## config.mk

```make
export PLATFORM = sky130hd
export DESIGN_NAME = lookahead_adder
export DESIGN_NICKNAME = d
export VERILOG_FILES = /design/src/rtl/cla_pkg.sv /design/src/rtl/cla_lookahead.sv /design/src/rtl/cla_slice.sv /design/src/rtl/lookahead_adder.sv
export SDC_FILE = /design/constraint.sdc
export NUM_CORES = 1
export LEC_CHECK = 0
export ABC_AREA = 1
export BUFFER_PORTS_ARGS = -buffer_cell sky130_fd_sc_hd__buf_2
export CORE_UTILIZATION = 40
export DETAILED_ROUTE_END_ITERATION = 7
export PLACE_DENSITY = 0.85
export SYNTH_ARGS = -nofsm -noshare
export SYNTH_HDL_FRONTEND = slang
export SYNTH_SLANG_ARGS = --single-unit
```

## constraint.sdc

```tcl
create_clock -name vclk -period 3.15
set_input_delay 0.315 -clock vclk [all_inputs]
set_output_delay 0.315 -clock vclk [all_outputs]
set_load 0.02 [all_outputs]
```

## src/rtl/cla_pkg.sv

```systemverilog
`timescale 1ns/1ps
package cla_pkg;
  parameter int unsigned CLA_WIDTH = 16;
  parameter int unsigned CLA_SLICE = 4;

  typedef struct packed {
    logic prop;
    logic gen;
  } grp_sig_t;
endpackage

```

## src/rtl/cla_lookahead.sv

```systemverilog
`timescale 1ns/1ps
// Generic lookahead unit: every carry is a flat sum of products.
module cla_lookahead #(
  parameter int unsigned N = 4
) (
  input  logic [N-1:0] p,
  input  logic [N-1:0] g,
  input  logic         cin,
  output logic [N-1:0] carry,
  output logic         grp_p,
  output logic         grp_g
);
  always_comb begin
    logic acc;
    logic run;
    for (int k = 0; k < N; k++) begin
      acc = 1'b0;
      for (int j = 0; j < k; j++) begin
        run = g[j];
        for (int m = j + 1; m < k; m++) run = run & p[m];
        acc = acc | run;
      end
      run = cin;
      for (int m = 0; m < k; m++) run = run & p[m];
      carry[k] = acc | run;
    end
  end

  // Group generate: carry out of the top position assuming zero carry-in.
  always_comb begin
    logic acc;
    logic run;
    acc = 1'b0;
    for (int j = 0; j < N; j++) begin
      run = g[j];
      for (int m = j + 1; m < N; m++) run = run & p[m];
      acc = acc | run;
    end
    grp_g = acc;
  end

  assign grp_p = &p;
endmodule

```

## src/rtl/cla_slice.sv

```systemverilog
`timescale 1ns/1ps
module cla_slice #(
  parameter int unsigned SLICE = 4
) (
  input  logic [SLICE-1:0] a,
  input  logic [SLICE-1:0] b,
  input  logic             cin,
  output logic [SLICE-1:0] sum,
  output cla_pkg::grp_sig_t grp
);
  logic [SLICE-1:0] bit_p;
  logic [SLICE-1:0] bit_g;
  logic [SLICE-1:0] bit_c;
  logic             gp;
  logic             gg;

  assign bit_p = a ^ b;
  assign bit_g = a & b;

  cla_lookahead #(.N(SLICE)) u_bits (
    .p     (bit_p),
    .g     (bit_g),
    .cin   (cin),
    .carry (bit_c),
    .grp_p (gp),
    .grp_g (gg)
  );

  assign sum      = bit_p ^ bit_c;
  assign grp.prop = gp;
  assign grp.gen  = gg;
endmodule

```

## src/rtl/lookahead_adder.sv

```systemverilog
`timescale 1ns/1ps
module lookahead_adder #(
  parameter int unsigned WIDTH = cla_pkg::CLA_WIDTH,
  parameter int unsigned SLICE = cla_pkg::CLA_SLICE
) (
  input  logic [WIDTH-1:0] a,
  input  logic [WIDTH-1:0] b,
  input  logic             cin,
  output logic [WIDTH-1:0] sum,
  output logic             cout
);
  localparam int unsigned NSLICE = WIDTH / SLICE;

  cla_pkg::grp_sig_t [NSLICE-1:0] slice_grp;
  logic [NSLICE-1:0] slice_gp;
  logic [NSLICE-1:0] slice_gg;
  logic [NSLICE-1:0] slice_c;
  logic              top_gp;
  logic              top_gg;

  for (genvar s = 0; s < NSLICE; s++) begin : g_slice
    cla_slice #(.SLICE(SLICE)) u_slice (
      .a   (a[s*SLICE +: SLICE]),
      .b   (b[s*SLICE +: SLICE]),
      .cin (slice_c[s]),
      .sum (sum[s*SLICE +: SLICE]),
      .grp (slice_grp[s])
    );
    assign slice_gp[s] = slice_grp[s].prop;
    assign slice_gg[s] = slice_grp[s].gen;
  end

  // Second level: carries into every slice at once from group pairs.
  cla_lookahead #(.N(NSLICE)) u_groups (
    .p     (slice_gp),
    .g     (slice_gg),
    .cin   (cin),
    .carry (slice_c),
    .grp_p (top_gp),
    .grp_g (top_gg)
  );

  assign cout = top_gg | (top_gp & cin);
endmodule

```

## Word-level counts from Yosys, hierarchy flattened

Cells that the tools add are included.

| storage, ports and cells | value |
|---|---|
| word-level logic and storage cells | 109 |
| input bits | 33 |
| output and inout bits | 17 |
| flip-flop bits (word level) | 0 |
| memories kept | 0 |
| memory bits (read-only) | 0 |
| latch bits | 0 |
| bits in writable memories | 0 |

| operators by class | value |
|---|---|
| reduce and logical (&&, ||, !) cells | 5 |
| bitwise operators | 104 |
| $mul | 0 |
| shifts and indexed selects | 0 |
| muxes and demuxes | 0 |
| divide/modulo/power cells | 0 |
| order comparisons | 0 |
| equal/unequal tests | 0 |
| $add $sub $neg | 0 |

Operator list:

| kind | count |
|---|---|
| AND 1 bit | 46 |
| OR 1 bit | 46 |
| bitwise XOR 4 bit | 8 |
| AND 4 bit | 4 |
| AND reduction 16 bit | 1 |
| AND reduction 4 bit | 4 |

## Depth between registers and ports, before layout

Gate-level depths: netlist of the first run.

| logic depth | value |
|---|---|
| depth in word-level cells | 17 |
| mapped depth | 17 |
| gate-level depth less buffers | 17 |

## By module

Synthesis of the first run repeated with hierarchy kept, for this count alone.

| second synthesis, totals | value |
|---|---|
| cells, all modules | 187 |
| area total of the unflattened synthesis | 953.4 um2 |

By module, submodules not included:

| module | area each (um2) | instances | sequential area each (um2) | cells each |
|---|---|---|---|---|
| cla_slice | 140.1 | 4 | 0.0 | 26 |
| cla_lookahead | 76.3 | 5 | 0.0 | 16 |
| lookahead_adder | 11.3 | 1 | 0.0 | 3 |

## Worst setup path before layout of the first run

No wires, ideal clock.

| timing path | value |
|---|---|
| kind | input-to-output |
| from | in a[5] |
| to | out sum[13] |
| path buffers | 0 |
| required time | 2.835 ns |
| slack | 0.916 ns |
| arrival time | 1.919 ns |
| stages | 11 |
| path through | ha_1 nand2_1 nand2_1 nand2_1 nand2_1 nor2_2 nand3_2 nand2_1 nand2_1 fa_1 xor2_1 |

| on the way | value |
|---|---|
| longest elaborated chain between the ends | 14 |
| elaborated cells between the ends (all ways) | 22 |
| those cells by class | bitwise (21); reduce/logical (1) |

Ends and longest elaborated chain:

| item | line | text |
|---|---|---|
| from (decl) | lookahead_adder.sv:6 | `input logic [WIDTH-1:0] a,` |
| bitwise XOR 4 bit | cla_slice.sv:17 | `assign bit_p = a ^ b;` |
| AND 1 bit (3 in series) | cla_lookahead.sv:36 | `for (int m = j + 1; m < N; m++) run = run & p[m];` |
| OR 1 bit (3 in series) | cla_lookahead.sv:37 | `acc = acc \| run;` |
| AND 1 bit | cla_lookahead.sv:20 | `for (int m = j + 1; m < k; m++) run = run & p[m];` |
| OR 1 bit (2 in series) | cla_lookahead.sv:21 | `acc = acc \| run;` |
| OR 1 bit * | cla_lookahead.sv:25 | `carry[k] = acc \| run;` |
| AND 1 bit * | cla_lookahead.sv:24 | `for (int m = 0; m < k; m++) run = run & p[m];` |
| OR 1 bit * | cla_lookahead.sv:25 |  |
| bitwise XOR 4 bit * | cla_slice.sv:29 | `assign sum = bit_p ^ bit_c;` |
| to (decl) | lookahead_adder.sv:9 | `output logic [WIDTH-1:0] sum,` |

Every way passes the cells marked *; elsewhere a longest branch is shown, timed or not.

## Worst setup path in the final report of the first run

| timing path | value |
|---|---|
| from | in a[1] |
| to | out sum[15] |

| on the way | value |
|---|---|
| longest elaborated chain between the ends | 17 |
| elaborated cells between the ends (all ways) | 24 |
| those cells by class | bitwise (23); reduce/logical (1) |

Ends and longest elaborated chain:

| item | line |
|---|---|
| bitwise XOR 4 bit | cla_slice.sv:17 |
| AND 1 bit (3 in series) | cla_lookahead.sv:36 |
| OR 1 bit (3 in series) | cla_lookahead.sv:37 |
| AND 1 bit (2 in series) | cla_lookahead.sv:20 |
| OR 1 bit (2 in series) | cla_lookahead.sv:21 |
| OR 1 bit * | cla_lookahead.sv:25 |
| AND 1 bit * (3 in series) | cla_lookahead.sv:24 |
| OR 1 bit * | cla_lookahead.sv:25 |
| bitwise XOR 4 bit * | cla_slice.sv:29 |

Marks and branches as above.

==> results.toml, run 1 <==
[synth]
synth_seq_area_share = 0
avgSynthCellArea_sq_um = 6.852
yosys_warnings = 0
yosysMostFrequentCell = "nand2_1"
syn-cell-area_sq_um = 733.2
synth_largest_area_cell = "ha_1"
yosys.cell_types.count = 18
synth_top_area_frac = 0.3413
synth.area.top_cells = "ha_1, nand2_1, fa_1"
synth_fp_nets = 164
syn_inst = 107
netlist_top_cells_count = "nand2_1, ha_1, inv_1"

[die]
start_util = 0.4246
die_x_um = 44.82
dieArea_sq_mm = 0.002008
coreArea_sq_mm = 0.001727
io_pins = 50
fp-row-count = 15
die_y_um = 44.82

[sta]
worst_pin_slew_ns = 0.1833
fmax_mhz = 393.2
finalCritPeriodShare = 0.8074
setup_violations = 0
timing.final.crit_period_ns = 2.543
setup-tns-final_ns = 0
rsz0062_at_grt = "false"
slew_viol_final = 0
final_hold_viol_count = 0
hold_ws_ns = 1.035
setup_slack_ns = 0.6067
maxSlewHeadroom = 0.8778

[setup_path]
end_kind = "output pin"
worst-setup-path-type = "primary input to output pin"
cp-start-kind = "primary input"
crit_required_ns = 2.83
crit_arrival_ns = 2.23
worst-path-max-fanout = 4

[grt]
grt_pass1_vias = 717
antenna_found_initial = 0
grt_pass1_wl_mm = 2.856
grt_util_all_layers = 0.1825
gr-total-overflow = 0
grt_max_degree = 5

[final_layout]
antenna_cells = 0
seq_cell_count = 0
instances_no_fill = 182
area_growth_pct = 38.40
drive_gt1_frac = 0.3503
n_clock_buffer = 0
nNetsFinal = 216
fillers = 175
ff_latch_area_sq_um = 0
multiInputGateArea_sq_um = 684.4

[route]
viasPerCell = 4.544
wl_per_cell_um = 9.451
drtPass1Iterations = 4
routed_wl_mm = 1.720
drt_iter0_markers = 12
drc = 0
ant_nets = 0
vias = 827

[place]
io_buffers = 50
detailedPlace.worstSlack_ns = 0.6396
hpwl_mm = 1.590
gp_congestion = 0.7405
dp_cells = 182

[power]
ir_worst_vdd_mv = 0.1092
power_mw = 0.2501
p_leak_nw = 0.6382
power_density_mw_per_mm2 = 246.5

[clock_network]
cts-hold-fix-buffers = 0
cts_resized = 0
cts_setup_buffers = 0

[outcome]
status = "complete, no violations"

[worst_hold_path]
hold_depth = 3
hp-class = "primary input to output pin"

[run]
drv_cap = 0
report_power, final:
| part | leakage (nW) | internal, mW | switching (mW) |
|---|---|---|---|
| clock | 0 | 0 | 0 |
| combinational | 0.638 | 0.0985 | 0.152 |
| sequential | 0 | 0 | 0 |
worst max-delay path, stage by stage:
cell and delay, ns:
buf_2 0.10, ha_1 0.34, nand2_1 0.11, nand2_1 0.06, nand2_1 0.06, nand2_1 0.06
nand2_1 0.07, nand3_2 0.12, nand2_1 0.08, nand2_1 0.08, ha_1 0.21, nand2_1 0.07
nand2_1 0.07, nand2_1 0.08, inv_2 0.05, o21bai_1 0.16, nand2_1 0.06, buf_2 0.16
path summary, 6_finish.rpt:
| path | to | slack [ns] | start |
|---|---|---|---|
| max | sum[15] | 0.61 | a[1] |
| min | sum[4] | 1.04 | b[4] |
placed cells by master, fill, tap and decap left out:
| master | n |
|---|---|
| a21o_1 | 1 |
| a21oi_1 | 4 |
| a21oi_2 | 1 |
| buf_2 | 50 |
| fa_1 | 4 |
| ha_1 | 20 |
| inv_1 | 12 |
| inv_2 | 1 |
| nand2_1 | 34 |
| nand2b_1 | 1 |
| nand3_1 | 4 |
| nand3_2 | 1 |
| nand4_1 | 1 |
| nor2_1 | 9 |
| nor2_2 | 2 |
| o21bai_1 | 1 |
| or2_1 | 1 |
| xnor2_1 | 3 |
| xor2_1 | 7 |
metal layers:
| metal | routed length (um) | part of all wire | global-route usage |
|---|---|---|---|
| met1 | 712 | 0.41 | 0.2171 |
| met2 | 913 | 0.53 | 0.3706 |
| met3 | 80 | 0.047 | 0.008000 |
| met4 | 13 | 0.0076 | 0.01212 |
| met5 | 0 | 0 | 0 |
metrics by stage:
step,area [sq um],util
final,1015,0.5877
after global routing,1015,0.5877
after CTS,1015,0.5877
after detailed placement,1015,0.5877
after global placement,1015,0.5877
after floorplan,733.2,-
area by class of cell:
class                      instances  share of cell area
multi-input combinational         94              0.6745
timing repair buffer              50              0.2466
tap                               25             0.03083
inverter                          13             0.04809
cell families after synthesis:
family | Yosys count | share of synthesized area
and+or+nand+nor | 53 | 0.3038
buffers and inverters | 13 | 0.06654
AOI/OAI and AO/OA | 7 | 0.05974
adders and majority gates | 24 | 0.4505
xor gates and xnor gates | 10 | 0.1195
Note: power is estimated with default switching activity, not from simulation.
==> inputs of run 2 (changes only) <==
Clock period 3.15 ns to 2.5 ns, I/O delays scaled along.
==> run 2 against run 1 <==
Effect of this change:
- die area did not move
- first-iteration DRC count rose by 33%
- combinational power rose by 36%
- total power rose by 36%
- sequential share of layout area did not move
- global-route usage did not move
- clock-buffer cell count did not move
- critical path depth did not move
- highest routed layer unchanged
==> results.toml, run 2 (synthesis results as in run 1) <==
[outcome]
status = "complete, no violations"

[die]
dieArea_sq_mm = 0.002008
start_util = 0.4246
die_y_um = 44.82
io_pins = 50
coreArea_sq_mm = 0.001727
die_x_um = 44.82
fp-row-count = 15

[setup_path]
crit_required_ns = 2.25
path_common_cell = "nand2_1"
slowest_stage = "ha_4"
crit_arrival_ns = 2.10
cp-start-kind = "primary input"
worst-path-max-fanout = 4
crit_chain = "buf_2, ha_4, nand2_1, inv_1, nand2_1, nand2_1, nor2_2, nand3_2, nand2_1, nand2_1, ha_1, nand2_1, nand2_1, nand2_1, inv_2, o21bai_1, nand2_1, buf_2"
end_kind = "output pin"
critical_path.max_stage_delay_ns = 0.24
worst-setup-path-type = "primary input to output pin"

[final_layout]
nNetsFinal = 217
layout.cells.most_common = "buf_2"
ff_latch_area_sq_um = 0
fillers = 170
mostFrequentLayoutCells = "buf_2, nand2_1, ha_1"
drive_gt1_frac = 0.3987
seq_cell_count = 0
n_clock_buffer = 0
area_growth_pct = 50.17
antenna_cells = 0

[route]
vias = 850
ant_nets = 0
wl_per_cell_um = 10.38
viasPerCell = 4.645
drtPass1Iterations = 4
drc = 0
routed_wl_mm = 1.899
drt_iter0_markers = 16

[place]
gp_congestion = 0.7404
io_buffers = 50
detailedPlace.worstSlack_ns = 0.1196
hpwl_mm = 1.590

[worst_hold_path]
hold_path.startpoint = "b[4]"
hp-class = "primary input to output pin"
holdPathEnd = "sum[4]"
hold_depth = 3

[power]
p_leak_nw = 0.6437
ir_worst_vdd_mv = 0.1413
power_mw = 0.3392
power_density_mw_per_mm2 = 308.0

[sta]
maxSlewHeadroom = 0.8808
timing.final.crit_period_ns = 2.351
setup_slack_ns = 0.1492
finalCritPeriodShare = 0.9403
setup-tns-final_ns = 0
fmax_mhz = 425.4
hold_ws_ns = 0.9053
final_hold_viol_count = 0
setup_violations = 0
slew_viol_final = 0
worst_pin_slew_ns = 0.1788

[run]
drv_cap = 0

[clock_network]
cts-hold-fix-buffers = 0

[grt]
grt_pass1_vias = 717
gr-total-overflow = 0
grt_max_degree = 5
antenna_found_initial = 0
grt_pass1_wl_mm = 2.856
grt_util_all_layers = 0.1825
-- run 2: changes by cell type in the layout (fill, tap and decap cells not counted), sizes merged --
cell	before	now
buf	50	51
-- run 2: worst max-delay path: cells and delay by family --
family / cells / cell delay, ns
AO/OA/AOI/OAI: 1 / 0.17
adder cells (fa/ha/maj): 2 / 0.45
AND/OR/NAND/NOR: 11 / 0.84
buffers and inverters: 4 / 0.37
-- run 2: routing by layer --
layer	global-route usage	share of wire	wire, um	up-vias
li1	-	-	-	440
met2	0.3706	0.55	1043	31
met3	0.008000	0.043	81	2
met4	0.01212	0.0068	13	0
met5	0	0	0	-
met1	0.2171	0.40	761	377
-- run 2: area by class of cell --
type / count / area, sq um / share of cell area
Inverter: 13 / 48.80 / 0.04432
Multi-Input combinational cell: 94 / 763.2 / 0.6932
Tap cell: 25 / 31.28 / 0.02841
Timing Repair Buffer: 51 / 257.7 / 0.2341
-- run 2: report_power, final --
| group | switching [mW] | leakage, nW | total [mW] | internal [mW] |
|---|---|---|---|---|
| logic | 0.201 | 0.644 | 0.339 | 0.138 |
| clock network | 0 | 0 | 0 | 0 |
| registers | 0 | 0 | 0 | 0 |
| total | 0.201 | 0.644 | 0.339 | 0.138 |
-- run 2: per-stage QoR --
stage	cell area [sq um]	std cells	utilization
after CTS	1015	182	0.5877
after global routing	1101	183	0.6377
after floorplan	733.2	107	-
after global placement	1015	182	0.5877
final	1101	183	0.6377
after detailed placement	1015	182	0.5877
-- run 2: worst max-delay path by stage --
stage,from,endpoint,slack (ns)
5_1_grt,a[5],sum[15],-0.03
4_1_cts,a[1],sum[15],0.12
2_1_floorplan,a[5],sum[13],0.40
3_3_place_gp,a[5],sum[15],0.20
6_report,a[6],sum[15],0.15
3_5_place_dp,a[1],sum[15],0.12
-- run 2: repair_timing --
action                     in CTS  in global routing
gates resized for setup         0                  7
buffers inserted                0                  1
hold endpoints to repair        0                  0
setup endpoints to repair       0                  1
==> inputs of run 3 (changes only) <==
Settings changed: CORE_MARGIN from default to 2, PLACE_DENSITY 0.85 to 0.81.
==> run 3 against run 2 <==
Effect of this change:
- sequential share of layout area unchanged
- utilization decreased by 2.4 points
- total power decreased by 5.6%
- final cell count unchanged
- first-iteration DRC count decreased by 81%
- clock-buffer cell count unchanged
- die area increased by 9.1%
- combinational power decreased by 6%
- largest cell class unchanged
- final area decreased by 3.8%
- non-clock buffer count unchanged
- fmax increased by 3.0%
==> results.toml, run 3 (synthesis results as in run 1) <==
[worst_hold_path]
hold_depth = 3
hold_path.startpoint = "b[4]"
holdPathEnd = "sum[4]"
hp-class = "primary input to output pin"

[final_layout]
nNetsFinal = 217
antenna_cells = 0
instances_no_fill = 183
ff_latch_area_sq_um = 0
final_core_util = 0.6138
finish.instance_area_sq_mm = 0.001060
seq_cell_count = 0
layout.cells.most_common = "buf_2"
n_clock_buffer = 0
mostFrequentLayoutCells = "buf_2, nand2_1, ha_1"
area_growth_pct = 44.54
drive_gt1_frac = 0.3734

[route]
drc = 0
drt_iter0_markers = 3
routed_wl_mm = 1.595
wl_per_cell_um = 8.716
drtPass1Iterations = 4
ant_nets = 0
viasPerCell = 4.437
vias = 812

[sta]
fmax_mhz = 438.3
slew_viol_final = 0
rsz0062_at_grt = "false"
finalCritPeriodShare = 0.9126
setup_violations = 0
worst_pin_slew_ns = 0.1618
timing.final.crit_period_ns = 2.281
final_hold_viol_count = 0
setup-tns-final_ns = 0
maxSlewHeadroom = 0.8921

[outcome]
status = "complete, no violations"

[place]
hpwl_mm = 1.450
gp_congestion = 0.7588
io_buffers = 50
dpl_cell_area_sq_mm = 0.001015
dp_cells = 182

[power]
p_leak_nw = 0.6432
clkPwrFrac = 0
intPower_mw = 0.1310
p_switching_mw = 0.1892
ir_worst_vdd_mv = 0.1682
power_density_mw_per_mm2 = 302.1
pwr-share-seq = 0
swShare = 0.5909
comb_power_share = 1.000

[setup_path]
crit_required_ns = 2.25
end_kind = "output pin"
crit_arrival_ns = 2.03
worst-path-max-fanout = 3
worst-setup-path-type = "primary input to output pin"
cp-start-kind = "primary input"

[die]
io_pins = 50
coreArea_sq_mm = 0.001727
start_util = 0.4246
die_y_um = 46.82
die_x_um = 46.82
fp-row-count = 15
dieArea_sq_mm = 0.002192

[grt]
grt_pass1_wl_mm = 2.208
grt_pass1_vias = 634
busiest_layer = "met2"
grt_max_degree = 5
gr-total-overflow = 0
antenna_found_initial = 0
grt_util_all_layers = 0.1304
grtUsageMet1 = 0.1589
grt_util_met3 = 0
grt_util_met2 = 0.2685

[clock_network]
cts-hold-fix-buffers = 0

[run]
drv_cap = 0
[run 3: what timing repair did]
| action | CTS | global route |
|---|---|---|
| setup endpoints to repair | 0 | 1 |
| buffers inserted | 0 | 1 |
| gates resized for setup | 0 | 3 |
[run 3: routing by layer]
metal | wire [um] | vias up
met5 | 0 | -
met4 | 0 | 0
met1 | 670 | 342
met3 | 92 | 0
li1 | - | 442
met2 | 831 | 28
[run 3: critical path, cell delays in order]
cell	delay [ns]
buf_2	0.10
ha_1	0.32
nand2_1	0.10
inv_1	0.04
nand2_1	0.05
nand2_1	0.05
nor2_2	0.08
nand3_2	0.08
nand2_1	0.07
nand2_1	0.08
ha_1	0.20
nand2_1	0.06
nand2_1	0.07
nand2_1	0.08
inv_2	0.04
o21bai_1	0.13
nand2_1	0.06
buf_2	0.15
[run 3: power by group through the flow]
| stage | combinational [mW] | sequential, mW | clock, mW |
|---|---|---|---|
| after CTS | 0.313 | 0 | 0 |
| after floorplan | 0.216 | 0 | 0 |
| final | 0.320 | 0 | 0 |
| after global routing | 0.354 | 0 | 0 |
| after global placement | 0.305 | 0 | 0 |
| after detailed placement | 0.312 | 0 | 0 |
[run 3: cell type report]
cell class | instances | area [sq um]
well taps | 25 | 31.28
repair buffers | 51 | 257.7
fillers | 173 | 666.9
inverters | 13 | 48.80
multi-input cells | 94 | 721.9
[run 3: per-stage QoR]
step	total power, mW	hold slack, ns	setup WS (ns)
after global placement	0.3047	0.9037	0.2087
final	0.3201	0.9026	0.2185
after floorplan	0.2160	0.7561	0.3955
after CTS	0.3125	0.9084	0.1376
after global routing	0.3538	0.9318	0.03342
after detailed placement	0.3115	0.9056	0.1375
[run 3: how the worst max path moves through the flow]
stage	startpoint	endpoint	slack [ns]
detailed placement	a[1]	sum[15]	0.14
floorplan	a[5]	sum[13]	0.40
CTS	a[1]	sum[15]	0.14
global placement	a[1]	sum[15]	0.21
global route	a[6]	sum[15]	0.03
finish	a[6]	sum[15]	0.22
